File: src/rtl/rltmr_pkg.sv
package rltmr_pkg;
  localparam int BIT_RUN  = 7;
  localparam int BIT_FLAG = 6;
  localparam int BIT_EXT  = 5;
  localparam logic [1:0] ADDR_LO  = 2'd0;
  localparam logic [1:0] ADDR_HI  = 2'd1;
  localparam logic [1:0] ADDR_CTL = 2'd2;

  // Last prescaler phase before a step: divisor minus one.
  function automatic logic [3:0] presc_last(input logic [2:0] sel);
    if (sel[2]) return 4'd15;
    case (sel[1:0])
      2'd0:    return 4'd0;
      2'd1:    return 4'd1;
      2'd2:    return 4'd3;
      default: return 4'd7;
    endcase
  endfunction
endpackage

File: src/rtl/rltmr_clkgen.sv
module rltmr_clkgen
  import rltmr_pkg::*;
(
  input  logic       clk,
  input  logic       rst_n,
  input  logic       sys_tick,
  input  logic       ext_in,
  input  logic       ext_sel,
  input  logic [2:0] presc,
  input  logic       restart,
  output logic       step
);
  logic [2:0] sync_q;
  logic       ext_rise;
  logic [3:0] div_q;
  logic       div_hit;

  always_ff @(posedge clk or negedge rst_n) begin
    if (!rst_n) sync_q <= '0;
    else        sync_q <= {sync_q[1:0], ext_in};
  end

  assign ext_rise = sync_q[1] & ~sync_q[2];
  assign div_hit  = sys_tick && (div_q >= presc_last(presc));

  always_ff @(posedge clk or negedge rst_n) begin
    if (!rst_n)        div_q <= '0;
    else if (restart)  div_q <= '0;
    else if (sys_tick) div_q <= div_hit ? 4'd0 : div_q + 4'd1;
  end

  assign step = ext_sel ? ext_rise : div_hit;

  AST_EXT_SINGLE_STEP: assert property (@(posedge clk) disable iff (!rst_n)
    (ext_sel && step) |=> (!ext_sel || !step));

  AST_NO_STEP_IDLE: assert property (@(posedge clk) disable iff (!rst_n)
    (!ext_sel && !sys_tick) |-> !step);
endmodule

File: src/rtl/rltmr_count.sv
module rltmr_count #(
  parameter  int CNT_W = 16,
  localparam int NB    = CNT_W / 8
) (
  input  logic             clk,
  input  logic             rst_n,
  input  logic [NB-1:0]    byte_we,
  input  logic [7:0]       wbyte,
  input  logic             run,
  input  logic             start,
  input  logic             step,
  output logic [CNT_W-1:0] cnt,
  output logic             uf_evt
);
  logic [CNT_W-1:0] buf_q;
  logic [CNT_W-1:0] buf_nxt;

  for (genvar g = 0; g < NB; g++) begin : g_lane
    assign buf_nxt[g*8 +: 8] = byte_we[g] ? wbyte : buf_q[g*8 +: 8];
  end

  always_ff @(posedge clk or negedge rst_n) begin
    if (!rst_n) buf_q <= '0;
    else        buf_q <= buf_nxt;
  end

  assign uf_evt = run && step && (cnt == '0);

  always_ff @(posedge clk or negedge rst_n) begin
    if (!rst_n)                  cnt <= '0;
    else if (start)              cnt <= buf_q;
    else if (!run && |byte_we)   cnt <= buf_nxt;
    else if (run && step)        cnt <= (cnt == '0) ? buf_q : cnt - 1'b1;
  end

  AST_RELOAD_ON_UF: assert property (@(posedge clk) disable iff (!rst_n)
    uf_evt |=> (cnt == $past(buf_q)));

  AST_DECREMENT: assert property (@(posedge clk) disable iff (!rst_n)
    (run && step && !start && cnt != '0) |=> (cnt == $past(cnt) - 1'b1));

  AST_HOLD_STOPPED: assert property (@(posedge clk) disable iff (!rst_n)
    (!run && !start && byte_we == '0) |=> $stable(cnt));

  AST_START_LOAD: assert property (@(posedge clk) disable iff (!rst_n)
    start |=> (cnt == $past(buf_q)));

  AST_RUN_WRITE_NO_TOUCH: assert property (@(posedge clk) disable iff (!rst_n)
    (run && !step && !start) |=> $stable(cnt));
endmodule

File: src/rtl/reload_timer.sv
module reload_timer
  import rltmr_pkg::*;
#(
  parameter int CNT_W = 16
) (
  input  logic       clk,
  input  logic       rst_n,
  input  logic       sys_tick,
  input  logic       ext_clk,
  input  logic       irq_en,
  input  logic       bus_wr,
  input  logic [1:0] bus_addr,
  input  logic [7:0] bus_wdata,
  output logic [7:0] bus_rdata,
  output logic       irq
);
  localparam int NB = CNT_W / 8;

  logic             run_q, flag_q, ext_q;
  logic [2:0]       presc_q;
  logic             wr_ctl, start, step, uf_evt;
  logic [NB-1:0]    byte_we;
  logic [CNT_W-1:0] cnt;
  logic [7:0]       hi_byte;

  assign wr_ctl = bus_wr && (bus_addr == ADDR_CTL);
  assign start  = wr_ctl && bus_wdata[BIT_RUN] && !run_q;

  for (genvar g = 0; g < NB; g++) begin : g_we
    assign byte_we[g] = bus_wr && (bus_addr == 2'(g));
  end

  if (NB > 1) begin : g_hi
    assign hi_byte = cnt[8 +: 8];
  end else begin : g_nohi
    assign hi_byte = 8'h00;
  end

  always_ff @(posedge clk or negedge rst_n) begin
    if (!rst_n) begin
      run_q   <= 1'b0;
      ext_q   <= 1'b0;
      presc_q <= 3'd0;
    end else if (wr_ctl) begin
      run_q   <= bus_wdata[BIT_RUN];
      ext_q   <= bus_wdata[BIT_EXT];
      presc_q <= bus_wdata[2:0];
    end
  end

  always_ff @(posedge clk or negedge rst_n) begin
    if (!rst_n)                             flag_q <= 1'b0;
    else if (uf_evt)                        flag_q <= 1'b1;
    else if (wr_ctl && !bus_wdata[BIT_FLAG]) flag_q <= 1'b0;
  end

  assign irq = flag_q & irq_en;

  always_comb begin
    case (bus_addr)
      ADDR_LO:  bus_rdata = cnt[7:0];
      ADDR_HI:  bus_rdata = hi_byte;
      ADDR_CTL: bus_rdata = {run_q, flag_q, ext_q, 2'b00, presc_q};
      default:  bus_rdata = 8'h00;
    endcase
  end

  rltmr_clkgen u_clkgen (
    .clk     (clk),
    .rst_n   (rst_n),
    .sys_tick(sys_tick),
    .ext_in  (ext_clk),
    .ext_sel (ext_q),
    .presc   (presc_q),
    .restart (start),
    .step    (step)
  );

  rltmr_count #(.CNT_W(CNT_W)) u_count (
    .clk    (clk),
    .rst_n  (rst_n),
    .byte_we(byte_we),
    .wbyte  (bus_wdata),
    .run    (run_q),
    .start  (start),
    .step   (step),
    .cnt    (cnt),
    .uf_evt (uf_evt)
  );

  AST_UF_SETS_FLAG: assert property (@(posedge clk) disable iff (!rst_n)
    uf_evt |=> flag_q);

  AST_FLAG_STICKY: assert property (@(posedge clk) disable iff (!rst_n)
    (flag_q && !(wr_ctl && !bus_wdata[BIT_FLAG])) |=> flag_q);

  AST_FLAG_RISE_CAUSE: assert property (@(posedge clk) disable iff (!rst_n)
    $rose(flag_q) |-> $past(uf_evt));
endmodule

File: config.mk
export PLATFORM = sky130hd
export DESIGN_NAME = reload_timer
export DESIGN_NICKNAME = d
export VERILOG_FILES = /design/src/rtl/rltmr_pkg.sv /design/src/rtl/rltmr_clkgen.sv /design/src/rtl/rltmr_count.sv /design/src/rtl/reload_timer.sv
export SDC_FILE = /design/constraint.sdc
export NUM_CORES = 1
export LEC_CHECK = 0
export ABC_AREA = 1
export CAP_MARGIN = 40
export CORE_AREA = 8 8 79 133
export CTS_CLUSTER_SIZE = 12
export DETAILED_ROUTE_END_ITERATION = 10
export DIE_AREA = 0 0 87 141
export DONT_BUFFER_PORTS = 1
export PLACE_DENSITY = 0.5
export SYNTH_ARGS = -nofsm -noshare
export SYNTH_HDL_FRONTEND = slang
export SYNTH_SLANG_ARGS = --single-unit
File: constraint.sdc
create_clock -name clk -period 4.75 [get_ports clk]
set_clock_uncertainty 0.1 [all_clocks]
set_input_delay 0.95 -clock clk [delete_from_list [all_inputs] [get_ports clk]]
set_output_delay 0.95 -clock clk [all_outputs]
set_load 0.02 [all_outputs]
# Word level (Yosys, flattened, before mapping)
# Cells that the tools add are included.
# Widths: inputs -> output; s select.
# totals
output_inout_bits	9
in_bits	16
register_bits	45
wordCells	54
# classes
n_reduce_logical	19
n_bitwise	3
n_eq_ne	4
muxes	17
n_addsub	2
n_lt_le_gt_ge	1
# op_table
op	n
$mux 16	4
$pmux 8 s3	1
$mux 4	5
$logic_not 16->1	1
$mux 8	2
$sub 16x1->16 const B	1
$logic_and 1x1->1	10
$pmux 3 s3	1
$add 4x1->4 const B	1
$eq 2x1->1 const B	2
$eq 2x2->1 const B	2
$ge 4x4->1	1
$logic_not 2->1	2
$mux 1	4
$reduce_bool 2->1	2
$reduce_bool 3->1	1
$and 1x1->1	2
$logic_not 1->1	2
$reduce_or 2->1	1
$not 1->1	1

# Longest topological paths before layout
# depth
depth_word	10
ltp_mapped	15
mapped_depth_nobuf	15

# Hierarchy
# Synthesis repeated with hierarchy kept, for this count alone.
# hier_totals
hier_cells	503
area_unflattened_um2	3293.2
# by_module_without_submodules
mod	area_per_inst_um2	seq_area_each_um2	cells_per_inst	instances
rltmr_count	2419.8	800.8	381	1
reload_timer	437.9	150.1	68	1
rltmr_clkgen	435.4	175.2	54	1

# Worst setup path before layout
# OpenSTA, ideal clock, no wires.
# synth_path
path_type	in2out
start	input bus_addr[0]
end	output bus_rdata[0]
cell_stages	3
setup_slack_ps	2124
arrival_ps	1576
t_required_ps	3700
path_buffers	0
cell_sequence	nor2_1 -> inv_1 -> o221ai_1
# synth_between
elab_chain_len	2
elab_cells_between_ends	4
cone_classes	eq/ne: 2; mux: 1; reduce/logical: 1
# synth_rtl
item	line_no	source
start, declared	reload_timer.sv:12	input logic [1:0] bus_addr,
$eq 2x2->1, or another cell as far along	reload_timer.sv:60	case (bus_addr)
$pmux 8 s3 *	reload_timer.sv:60	
end, declared	reload_timer.sv:14	output logic [7:0] bus_rdata,
# Every way passes the cells marked *; elsewhere a longest branch is shown, timed or not.

# Worst setup path in the final report
# Same ends and word-level chain as after synthesis.

==> results.py <==
metrics = {
    "global_routing": {
        "grt_overflow": 0,
        "top_usage_layer": "met2",
        "grt_max_degree": 46,
        "antenna_found_initial": 0,
        "grt_pass1_wl_mm": 14.0,
        "grtUsageMet3": 0.0361,
        "met1_usage": 0.175,
        "met2_usage": 0.253,
        "track_usage": 0.151,
        "first_global_vias": 2532,
    },
    "cts": {
        "clk_latency_ps": 290,
        "htree_levels": 2,
        "tritoncts": "built",
        "cts-resized-gates": 0,
        "cts_made_buffers": 5,
        "ctsHoldBuffers": 0,
        "cts_setup_buffers": 0,
        "cts_root_buf": "clkbuf_16",
        "clk_pin_slew_worst_paths_ps": 60,
        "clkSinkCount": 45,
        "clk_path_buf_depth": 2,
    },
    "critical_path": {
        "end_kind": "output port",
        "worstPathMaxFanout": 8,
        "cp-start-kind": "input pin",
        "crit_family": "compound AO/OA/AOI/OAI gates",
        "worst-endpoint-required_ps": 3700,
        "r2r_slack_ps": 2110,
        "slowest_stage": "o221ai_1",
        "critPathBufInv": 1,
        "max_stage_delay_ps": 540,
        "crit_chain": "nor2_1 -> inv_1 -> o221ai_1",
        "criticalPathCategory": "input pin to output port",
        "arrival_ps": 1820,
    },
    "detailed_routing": {
        "drc": 0,
        "post_drt_wl_per_cell_um": 16.1,
        "vias": 2693,
        "drtIter0Drc": 237,
        "wl_mm": 8.78,
        "drtAntennaViolNets": 0,
        "drt_pass1_iterations": 4,
        "post_drt_via_cell_ratio": 4.93,
    },
    "outcome": {
        "status": "complete, no violations",
    },
    "timing": {
        "hold_viol_final": 0,
        "timing.slew.headroom": 0.506,
        "setup_viol": 0,
        "layout_min_cycle_time_ps": 2870,
        "worst_pin_slew_ps": 738,
        "drv_slew": 0,
        "setup_tns_ps": 0,
        "setup_slack_ps": 1880,
        "fin_crit_sh": 0.605,
        "rsz0062_at_grt": "false",
        "max_freq_ghz": 0.348,
    },
    "die": {
        "initial_core_util": 0.342,
        "die_w_um": 87,
        "fp.dieH_um": 141,
        "io_pins": 25,
        "dieArea_um2": 12300,
        "core-area_um2": 8610,
        "row_count": 45,
    },
    "yosys": {
        "synthAdderAreaFrac": 0.0297,
        "syn_avg_cell_area_um2": 6.85,
        "yosys.area_share.simple": 0.353,
        "synth.ff_latch_count": 45,
        "syn_nets": 453,
        "yosys.area_share.xor_xnor": 0.0149,
        "ys_seq_area_frac": 0.382,
        "synth_top_family_by_area": "simple AND/OR/NAND/NOR gates",
        "synth_compound_area_frac": 0.115,
        "synth-main-ff-cell": "dfrtp_1",
        "synthArstFlopShare": 1.00,
        "synth_edf_count": 0,
        "synthCells": 430,
        "synthMuxAreaShare": 0,
        "yosys_warnings": 0,
        "yosysUniqueCellTypes": 28,
        "syn_area_um2": 2950,
    },
    "finish": {
        "nFillCells": 944,
        "syn2layout_area_growth_pct": 8.96,
        "regArea_um2": 1130,
        "instances_no_fill": 546,
        "fin_util": 0.373,
        "drive_gt1_frac": 0.0629,
        "nNetsFinal": 452,
        "multi_input_area_um2": 1510,
        "insertedDiodeCount": 0,
    },
    "pwr": {
        "p_leak_nw": 1.65,
        "peakVddDrop_mv": 0.217,
        "powerDensity_nw_per_um2": 556,
        "power_w": 0.00179,
    },
    "place": {
        "hpwl_mm": 6.85,
        "place_ws_ps": 1850,
        "io_buffers": 0,
        "globalplace.congestion": 0.804,
        "dp_cells": 539,
    },
    "worst_hold_path": {
        "min_path_type": "input pin to async pin",
    },
    "run": {
        "maxCapViolations": 0,
    },
}
-- synth_stat cells (2+ instances only) --
library cell / instances / share of area
inv_2: 6 / 0.0076
ha_1: 7 / 0.030
nor2_2: 2 / 0.0042
inv_1: 63 / 0.080
nand3_1: 56 / 0.095
a21oi_1: 15 / 0.025
o21ai_0: 29 / 0.049
nand2_2: 4 / 0.0085
dfrtp_1: 45 / 0.38
xor2_1: 5 / 0.015
nand2_1: 139 / 0.18
nor2_4: 2 / 0.0076
clkbuf_1: 3 / 0.0038
o221ai_1: 6 / 0.018
buf_2: 4 / 0.0068
nor2_1: 24 / 0.031
nand4_1: 3 / 0.0064
o22ai_1: 7 / 0.015
-- path summary, 6_finish.rpt --
kind                                       to               start  depth (start not counted)
max                              bus_rdata[0]         bus_addr[0]                          3
max reg2reg                    u_count.cnt[9]          presc_q[2]                         11
max in group asynchronous   u_clkgen.div_q[1]               rst_n                          0
min in group clk           u_clkgen.sync_q[1]  u_clkgen.sync_q[0]                          0
min reg2reg                u_clkgen.sync_q[1]  u_clkgen.sync_q[0]                          0
min                            u_count.cnt[6]               rst_n                          0
-- logic make-up (layout without fill, tap and decap cells) --
family,after synthesis,in the layout
adder cells (fa/ha/maj),7,7
flip-flops,45,45
AO/OA/AOI/OAI,59,59
AND/OR/NAND/NOR,236,236
XOR/XNOR,5,5
buffers and inverters,78,77
-- worst register-to-register path, delay by kind of cell (launching register included) --
kind                       cells  cell delay [ps]
adders and majority gates      1              280
and+or+nand+nor               10             1720
DFF                            1              420
-- cell usage in the layout, fill, tap and decap left out, types with 6 or more instances in the layout --
master	count
a21oi_1	15
dfrtp_1	45
ha_1	7
inv_1	63
inv_2	6
nand2_1	139
nand3_1	56
nor2_1	24
o21ai_0	29
o221ai_1	6
o22ai_1	7
-- cell type report --
type | instances | share of cell area
clock buffer | 5 | 0.0390
multi-input combinational | 307 | 0.471
sequential | 45 | 0.351
tap | 117 | 0.0456
clock inverter | 2 | 0.0109
inverter | 69 | 0.0807
timing repair buffer | 1 | 0.00234
-- sequential cells by signal, indices dropped and copies added (netlist names) --
signal	cells
u_clkgen.div_q	4
u_count.buf_q	16
ext_q	1
presc_q	3
run_q	1
flag_q	1
u_clkgen.sync_q	3
u_count.cnt	16
-- routing by layer --
| metal | vias to the layer above | share of wire | wire, um |
|---|---|---|---|
| met5 | - | 0 | 0 |
| met4 | 0 | 0.028 | 242 |
| met3 | 13 | 0.053 | 469 |
| met2 | 57 | 0.51 | 4470 |
| met1 | 1246 | 0.41 | 3600 |
| li1 | 1377 | - | - |
-- report_power, final --
part / total [W] / switching [W] / internal [W]
Clock: 0.000396 / 0.000151 / 0.000244
Sequential: 0.000604 / 0.000111 / 0.000493
Combinational: 0.000785 / 0.000529 / 0.000256
-- metrics by stage --
stage                     area [um^2]  hold WS [ps]
after floorplan                  2950           231
after global placement           3040           238
after detailed placement         3050           240
after CTS                        3210           242
after global routing             3210           238
final                            3210           250
(Power assumes the default switching activity.)
